`config.mk`:
```
export PLATFORM = sky130hd
export DESIGN_NAME = smt_issue_sched
export DESIGN_NICKNAME = d
export VERILOG_FILES = /design/src/rtl/smt_issue_pkg.sv /design/src/rtl/smt_slot_phase.sv /design/src/rtl/smt_pipe_arb.sv /design/src/rtl/smt_issue_sched.sv
export SDC_FILE = /design/constraint.sdc
export NUM_CORES = 1
export LEC_CHECK = 0
export BUFFER_PORTS_ARGS = -buffer_cell sky130_fd_sc_hd__buf_2
export CORE_AREA = 2 2 70 72
export DETAILED_ROUTE_END_ITERATION = 7
export DIE_AREA = 0 0 72 74
export GPL_ROUTABILITY_DRIVEN = 0
export PLACE_DENSITY = 0.8
export SLEW_MARGIN = 20
export SYNTH_ARGS = -nofsm -noshare
export SYNTH_HDL_FRONTEND = slang
export SYNTH_SLANG_ARGS = --single-unit
```
`constraint.sdc`:
```
create_clock -name clk -period 8.5 [get_ports clk]
set_input_delay 0.425 -clock clk [delete_from_list [all_inputs] [get_ports clk]]
set_output_delay 0.425 -clock clk [all_outputs]
set_load 0.02 [all_outputs]
```
`src/rtl/smt_issue_pkg.sv`:
```
package smt_issue_pkg;
  // read-split phase of one slot
  typedef enum logic [1:0] {
    PH_RUN  = 2'd0,
    PH_WAIT = 2'd1,
    PH_WB   = 2'd2
  } rd_phase_t;

  localparam logic CLS_INT = 1'b0;
  localparam logic CLS_ADR = 1'b1;

  // next round-robin pointer after a grant to slot win, slots 1..nrt
  function automatic int rr_after(input int win, input int nrt);
    return (win >= nrt) ? 1 : win + 1;
  endfunction
endpackage

```
`src/rtl/smt_slot_phase.sv`:
```
module smt_slot_phase
  import smt_issue_pkg::*;
(
  input  logic clk,
  input  logic rst_n,
  input  logic hd_vld,
  input  logic hd_cls,
  input  logic hd_ld,
  input  logic nx_vld,
  input  logic nx_cls,
  input  logic mem_rsp,
  input  logic adr_won,
  output logic req_int,
  output logic req_adr,
  output logic in_wb
);
  rd_phase_t phase;
  logic      start_rd;

  // requests seen by the arbiters
  always_comb begin
    req_int = 1'b0;
    req_adr = 1'b0;
    unique case (phase)
      PH_RUN: begin
        if (hd_vld) begin
          if (hd_cls == CLS_ADR) req_adr = 1'b1;
          else                   req_int = 1'b1;
          if (nx_vld && (nx_cls != hd_cls)) begin
            if (nx_cls == CLS_ADR) req_adr = 1'b1;
            else                   req_int = 1'b1;
          end
        end
      end
      PH_WB:   req_adr = 1'b1;
      default: ;
    endcase
  end

  assign in_wb    = (phase == PH_WB);
  assign start_rd = (phase == PH_RUN) && adr_won && hd_vld && hd_ld && (hd_cls == CLS_ADR);

  always_ff @(posedge clk or negedge rst_n) begin
    if (!rst_n) begin
      phase <= PH_RUN;
    end else begin
      unique case (phase)
        PH_RUN:  if (start_rd) phase <= PH_WAIT;
        PH_WAIT: if (mem_rsp)  phase <= PH_WB;
        PH_WB:   if (adr_won)  phase <= PH_RUN;
        default: phase <= PH_RUN;
      endcase
    end
  end

  // waiting for data holds until the response arrives
  assert_wait_hold_R8: assert property (@(posedge clk) disable iff (!rst_n)
    (phase == PH_WAIT && !mem_rsp) |=> (phase == PH_WAIT));
  // a read access grant leads to a silent wait
  assert_wait_silent_R8: assert property (@(posedge clk) disable iff (!rst_n)
    start_rd |=> (!req_int && !req_adr));
  // write-back asks only for the address pipeline
  assert_wb_adr_only_R8: assert property (@(posedge clk) disable iff (!rst_n)
    in_wb |-> (req_adr && !req_int));
endmodule

```
`src/rtl/smt_pipe_arb.sv`:
```
module smt_pipe_arb
  import smt_issue_pkg::*;
#(
  parameter int NUM_SLOTS = 4
) (
  input  logic                 clk,
  input  logic                 rst_n,
  input  logic [NUM_SLOTS-1:0] req,
  output logic [NUM_SLOTS-1:0] gnt
);
  localparam int NRT = NUM_SLOTS - 1;
  localparam int IW  = $clog2(NUM_SLOTS) + 1;

  logic [IW-1:0] ptr;
  logic [IW-1:0] win;
  logic          nrt_hit;

  always_comb begin
    logic [IW-1:0] idx;
    gnt     = '0;
    nrt_hit = 1'b0;
    win     = '0;
    idx     = '0;
    if (req[0]) begin
      gnt[0] = 1'b1;
    end else begin
      for (int k = 0; k < NRT; k++) begin
        idx = ptr + IW'(k);
        if (idx > IW'(NRT)) idx = idx - IW'(NRT);
        if (!nrt_hit && req[idx]) begin
          gnt[idx] = 1'b1;
          nrt_hit  = 1'b1;
          win      = idx;
        end
      end
    end
  end

  always_ff @(posedge clk or negedge rst_n) begin
    if (!rst_n)       ptr <= IW'(1);
    else if (nrt_hit) ptr <= IW'(rr_after(int'(win), NRT));
  end

  assert_hrt_first_R2: assert property (@(posedge clk) disable iff (!rst_n)
    req[0] |-> gnt[0]);
  assert_onehot_R3: assert property (@(posedge clk) disable iff (!rst_n)
    $onehot0(gnt));
  assert_only_req_R3: assert property (@(posedge clk) disable iff (!rst_n)
    (gnt & ~req) == '0);
  assert_no_idle_R6: assert property (@(posedge clk) disable iff (!rst_n)
    (|req) |-> (|gnt));
  assert_ptr_hold_R5: assert property (@(posedge clk) disable iff (!rst_n)
    !(|gnt[NUM_SLOTS-1:1]) |=> $stable(ptr));
  assert_ptr_range_R5: assert property (@(posedge clk) disable iff (!rst_n)
    (ptr >= IW'(1)) && (ptr <= IW'(NRT)));
endmodule

```
`src/rtl/smt_issue_sched.sv`:
```
module smt_issue_sched
  import smt_issue_pkg::*;
#(
  parameter int NUM_SLOTS = 4
) (
  input  logic                 clk,
  input  logic                 rst_n,
  input  logic [NUM_SLOTS-1:0] hd_vld,
  input  logic [NUM_SLOTS-1:0] hd_cls,
  input  logic [NUM_SLOTS-1:0] hd_ld,
  input  logic [NUM_SLOTS-1:0] nx_vld,
  input  logic [NUM_SLOTS-1:0] nx_cls,
  input  logic [NUM_SLOTS-1:0] mc_busy,
  input  logic [NUM_SLOTS-1:0] mem_rsp,
  input  logic [NUM_SLOTS-1:0] fetch_req,
  input  logic [NUM_SLOTS-1:0] mem_req,
  output logic [NUM_SLOTS-1:0] gnt_int,
  output logic [NUM_SLOTS-1:0] gnt_adr,
  output logic [NUM_SLOTS-1:0] wb_gnt,
  output logic [NUM_SLOTS-1:0] mc_pause,
  output logic [NUM_SLOTS-1:0] fetch_gnt,
  output logic [NUM_SLOTS-1:0] mem_gnt
);
  logic [NUM_SLOTS-1:0] req_int;
  logic [NUM_SLOTS-1:0] req_adr;
  logic [NUM_SLOTS-1:0] in_wb;

  // lowest-numbered requester wins; slot 0 is the real-time slot
  function automatic logic [NUM_SLOTS-1:0] lowest_first(input logic [NUM_SLOTS-1:0] r);
    logic [NUM_SLOTS-1:0] g;
    logic                 hit;
    g   = '0;
    hit = 1'b0;
    for (int s = 0; s < NUM_SLOTS; s++) begin
      if (!hit && r[s]) begin
        g[s] = 1'b1;
        hit  = 1'b1;
      end
    end
    return g;
  endfunction

  for (genvar s = 0; s < NUM_SLOTS; s++) begin : g_slot
    smt_slot_phase u_phase (
      .clk     (clk),
      .rst_n   (rst_n),
      .hd_vld  (hd_vld[s]),
      .hd_cls  (hd_cls[s]),
      .hd_ld   (hd_ld[s]),
      .nx_vld  (nx_vld[s]),
      .nx_cls  (nx_cls[s]),
      .mem_rsp (mem_rsp[s]),
      .adr_won (gnt_adr[s]),
      .req_int (req_int[s]),
      .req_adr (req_adr[s]),
      .in_wb   (in_wb[s])
    );
  end

  smt_pipe_arb #(.NUM_SLOTS(NUM_SLOTS)) u_arb_int (
    .clk (clk), .rst_n (rst_n), .req (req_int), .gnt (gnt_int)
  );
  smt_pipe_arb #(.NUM_SLOTS(NUM_SLOTS)) u_arb_adr (
    .clk (clk), .rst_n (rst_n), .req (req_adr), .gnt (gnt_adr)
  );

  assign wb_gnt = gnt_adr & in_wb;

  always_comb begin
    mc_pause = '0;
    for (int s = 1; s < NUM_SLOTS; s++) begin
      mc_pause[s] = mc_busy[s] && ((req_int[s] && gnt_int[0]) || (req_adr[s] && gnt_adr[0]));
    end
  end

  assign fetch_gnt = lowest_first(fetch_req);
  assign mem_gnt   = lowest_first(mem_req);

  assert_pause_by_hrt_R7: assert property (@(posedge clk) disable iff (!rst_n)
    (|mc_pause) |-> (gnt_int[0] || gnt_adr[0]));
  assert_pause_not_hrt_R7: assert property (@(posedge clk) disable iff (!rst_n)
    !mc_pause[0]);
  assert_fetch_hrt_R9: assert property (@(posedge clk) disable iff (!rst_n)
    fetch_req[0] |-> (fetch_gnt == NUM_SLOTS'(1)));
  assert_mem_onehot_R9: assert property (@(posedge clk) disable iff (!rst_n)
    $onehot0(mem_gnt) && ((mem_gnt & ~mem_req) == '0));
  assert_wb_on_adr_R8: assert property (@(posedge clk) disable iff (!rst_n)
    (wb_gnt & ~gnt_adr) == '0);
endmodule

```
==> metrics.md <==
| Metric | Value |
|---|---|
| H-tree levels | 1 |
| Final clock skew | 6.93 ps |
| Pwr dens | 426 mW/mm^2 |
| Avg Cell Area, Syn | 7.80 um^2 |
| Synth top area share | 13.3% |
| Vias | 2509 |
| Share of post-route cells with drive strength above 1 | 24.2% |
| Register area | 353 um^2 |
| Most frequent cells after synthesis | ha_1, inv_1, a21oi_1, nor2_1, nand2_1 |
| Critical Path AT | 3990 ps |
| Hold Violations, Final | 0 |
| Met2 Track Usage GR | 38.6% |
| # setup viols final | 0 |
| Reg2reg path depth | 15 |
| Vias in the first global route | 2144 |
| Cell occurring most often along the worst timing path | ha_1 |
| Yosys Warn Count | 0 |
| Placeable core area | 0.00460 mm^2 |
| Setup TNS | 0 ps |
| Period utilization | 51.9% |
| Initial antenna violation count | 0 |
| WP buf/inv | 1 |
| Worst-Margin Slew | 1030 ps |
| Chip Width | 72 um |
| Detail Placement HPWL | 4690 um |
| Largest net degree at the start of global routing | 23 |
| Hold slack | 79.0 ps |
| Top post-synthesis cells by area | ha_1, dfrtp_1, a21oi_1, inv_1, mux2i_1 |
| Placed cell area | 0.00270 mm^2 |
| Mapped Nets | 377 |
| Antenna diodes | 0 |
| Die Y | 74 um |
| CTS tree | yes |
| Sequential share of the synthesized area | 14.5% |
| Final ANT Viol Nets | 0 |
| Reg2reg start | u_arb_adr.ptr[0]$_DFFE_PN1P_ |
| Layout fillers | 432 |
| Post-synth EDFFs | 0 |
| Main flop type after synthesis | dfrtp_1 |
| Final #Nets | 425 |
| Multi-input gate area | 0.00190 mm^2 |
| Drt first pass iters | 4 |
| RSZ-0062 raised after global routing | no |
| Root Driver | clkbuf_8 |
| Netlist cell types | 74 |
| Global-route wire length before repair | 9360 um |
| CTS sink cnt | 14 |
| DR vias/cell | 6.08 |
| Post-CTS Setup Bufs | 0 |
| Hold-fix buffers at CTS | 0 |
| Worst-path cell chain | ha_1 > ha_1 > o21bai_1 > a32oi_1 > o2111ai_1 > nand3_2 > o31ai_1 > and3_1 > buf_2 |
| Critical-path maximum fanout | 22 |
| Met3 Usage GRT | 2.98% |
| TritonCTS buffer count | 3 |
| R2r setup slk | 4280 ps |
| Count leader, synth | ha_1 |
| Worst-path clk slew | 60 ps |
| Slowest-stage cell, CP | o2111ai_1 |
| Clk buf depth | 2 |
| Tot GR Track Use | 21.6% |
| Worst r2r dst | u_arb_adr.ptr[2]$_DFFE_PN0P_ |
| WP data required | 8080 ps |
| Area growth syn-to-layout | 12.3% |
| Fmax | 226 MHz |
| Worst Setup Start Kind | flop |
| Synth async-reset ratio | 100% |
| Starting Density | 53.1% |
| IO buf count | 59 |
| Final WL | 5890 um |
| Crit. End Element | output port |
| Met1 Usage GRT | 28.6% |
| Design Area, Final | 0.00274 mm^2 |
| Worst vdd ir | 232 uV |
| Grt ovf | 0 |
| Slew headroom | 31.5% |
| I/O pin total | 62 |
| Crit path from | u_arb_adr.ptr[0]$_DFFE_PN1P_ |
| Kind of critical path | reg -> out |
| Max-slew violations | 0 |
| Top delay family on crit path | compound AO/OA/AOI/OAI gates |
| Per-cell routed wire length | 14.3 um |
| Max-cap violations | 0 |
| Clock latency on the worst-skew pair | 240 ps |
| Busiest grt layer | met2 |
| Post-Synthesis Cells | 313 |
| PostCTS Resize Cnt | 0 |
| Minimum clock period | 4420 ps |
| Outcome | finished clean |
| Hold crit path type | in -> async |
| Yosys top cell by area | ha_1 |
| Slowest stage delay, CP | 870 ps |
| Mapped cell area | 0.00244 mm^2 |
| Leakage | 1.31 nW |
| Drt drc | 0 |
| Die Area | 0.00533 mm^2 |
| DR iter-0 viols | 143 |
| Seq cells post-synth | 14 |
| Num rows | 25 |
-- flip-flops by register name (all words and copies together), names as in the netlist --
signal / flops
g_slot.u_phase.phase: 8
u_arb_int.ptr: 3
u_arb_adr.ptr: 3
-- layout by cell type, fill, tap and decap left out, drive strengths merged, types with 6 or more instances in the layout --
cell / count
buf: 59
ha: 26
inv: 23
nor2: 21
a21oi: 21
nand2: 19
o21ai: 14
dfrtp: 12
mux2i: 10
nand3: 9
a31oi: 9
nor3b: 8
o22ai: 8
o31ai: 8
nand3b: 7
a21o: 7
nor2b: 7
nor3: 6
and2: 6
-- worst max-delay path by stage --
stage	to	slack, ps	cells past startpoint
floorplan	u_arb_adr.ptr[0]$_DFFE_PN1P_	4860	13
global placement	u_arb_adr.ptr[2]$_DFFE_PN0P_	4400	15
detailed placement	u_arb_adr.ptr[2]$_DFFE_PN0P_	4320	15
CTS	wb_gnt[3]	4190	9
global route	wb_gnt[1]	3870	9
finish	wb_gnt[1]	4080	9
-- per-stage QoR --
step / setup WS [ps] / instances / total power [mW] / utilization, %
6_report: 4080 / 413 / 1.17 / 59.6
5_1_grt: 3870 / 413 / 1.27 / 59.6
4_1_cts: 4190 / 413 / 1.16 / 59.6
3_5_place_dp: 4320 / 410 / 1.10 / 58.7
3_3_place_gp: 4400 / 410 / 1.07 / 58.7
2_1_floorplan: 4860 / 313 / 0.932 / -
-- where the power goes --
group	internal, mW	switching, mW
clock network	0.0313	0.0241
registers	0.0948	0.0506
logic	0.395	0.572
-- metal layers --
layer	up-vias	share of wire, %
li1	1272	-
met1	1160	46
met2	75	48
met3	2	5.6
met4	0	0.37
met5	-	0
-- final cells by class --
| class | count | area share [%] |
|---|---|---|
| multi-input combinational | 260 | 69.2 |
| sequential | 14 | 12.9 |
| timing repair buffer | 59 | 10.8 |
| inverter | 23 | 3.15 |
| tap | 54 | 2.47 |
| clock buffer | 3 | 1.51 |
-- cells by family after synthesis --
| logic type | after synthesis | synth area share, % |
|---|---|---|
| flops | 14 | 14.5 |
| mux | 14 | 6.97 |
| compound gates | 104 | 30.3 |
| buf+inv | 39 | 7.79 |
| other cells | 1 | 0.154 |
| xor+xnor | 1 | 0.359 |
| simple gates | 114 | 26.7 |
| fa+ha+maj | 26 | 13.3 |
No activity file was read; power rests on OpenSTA's default activity.
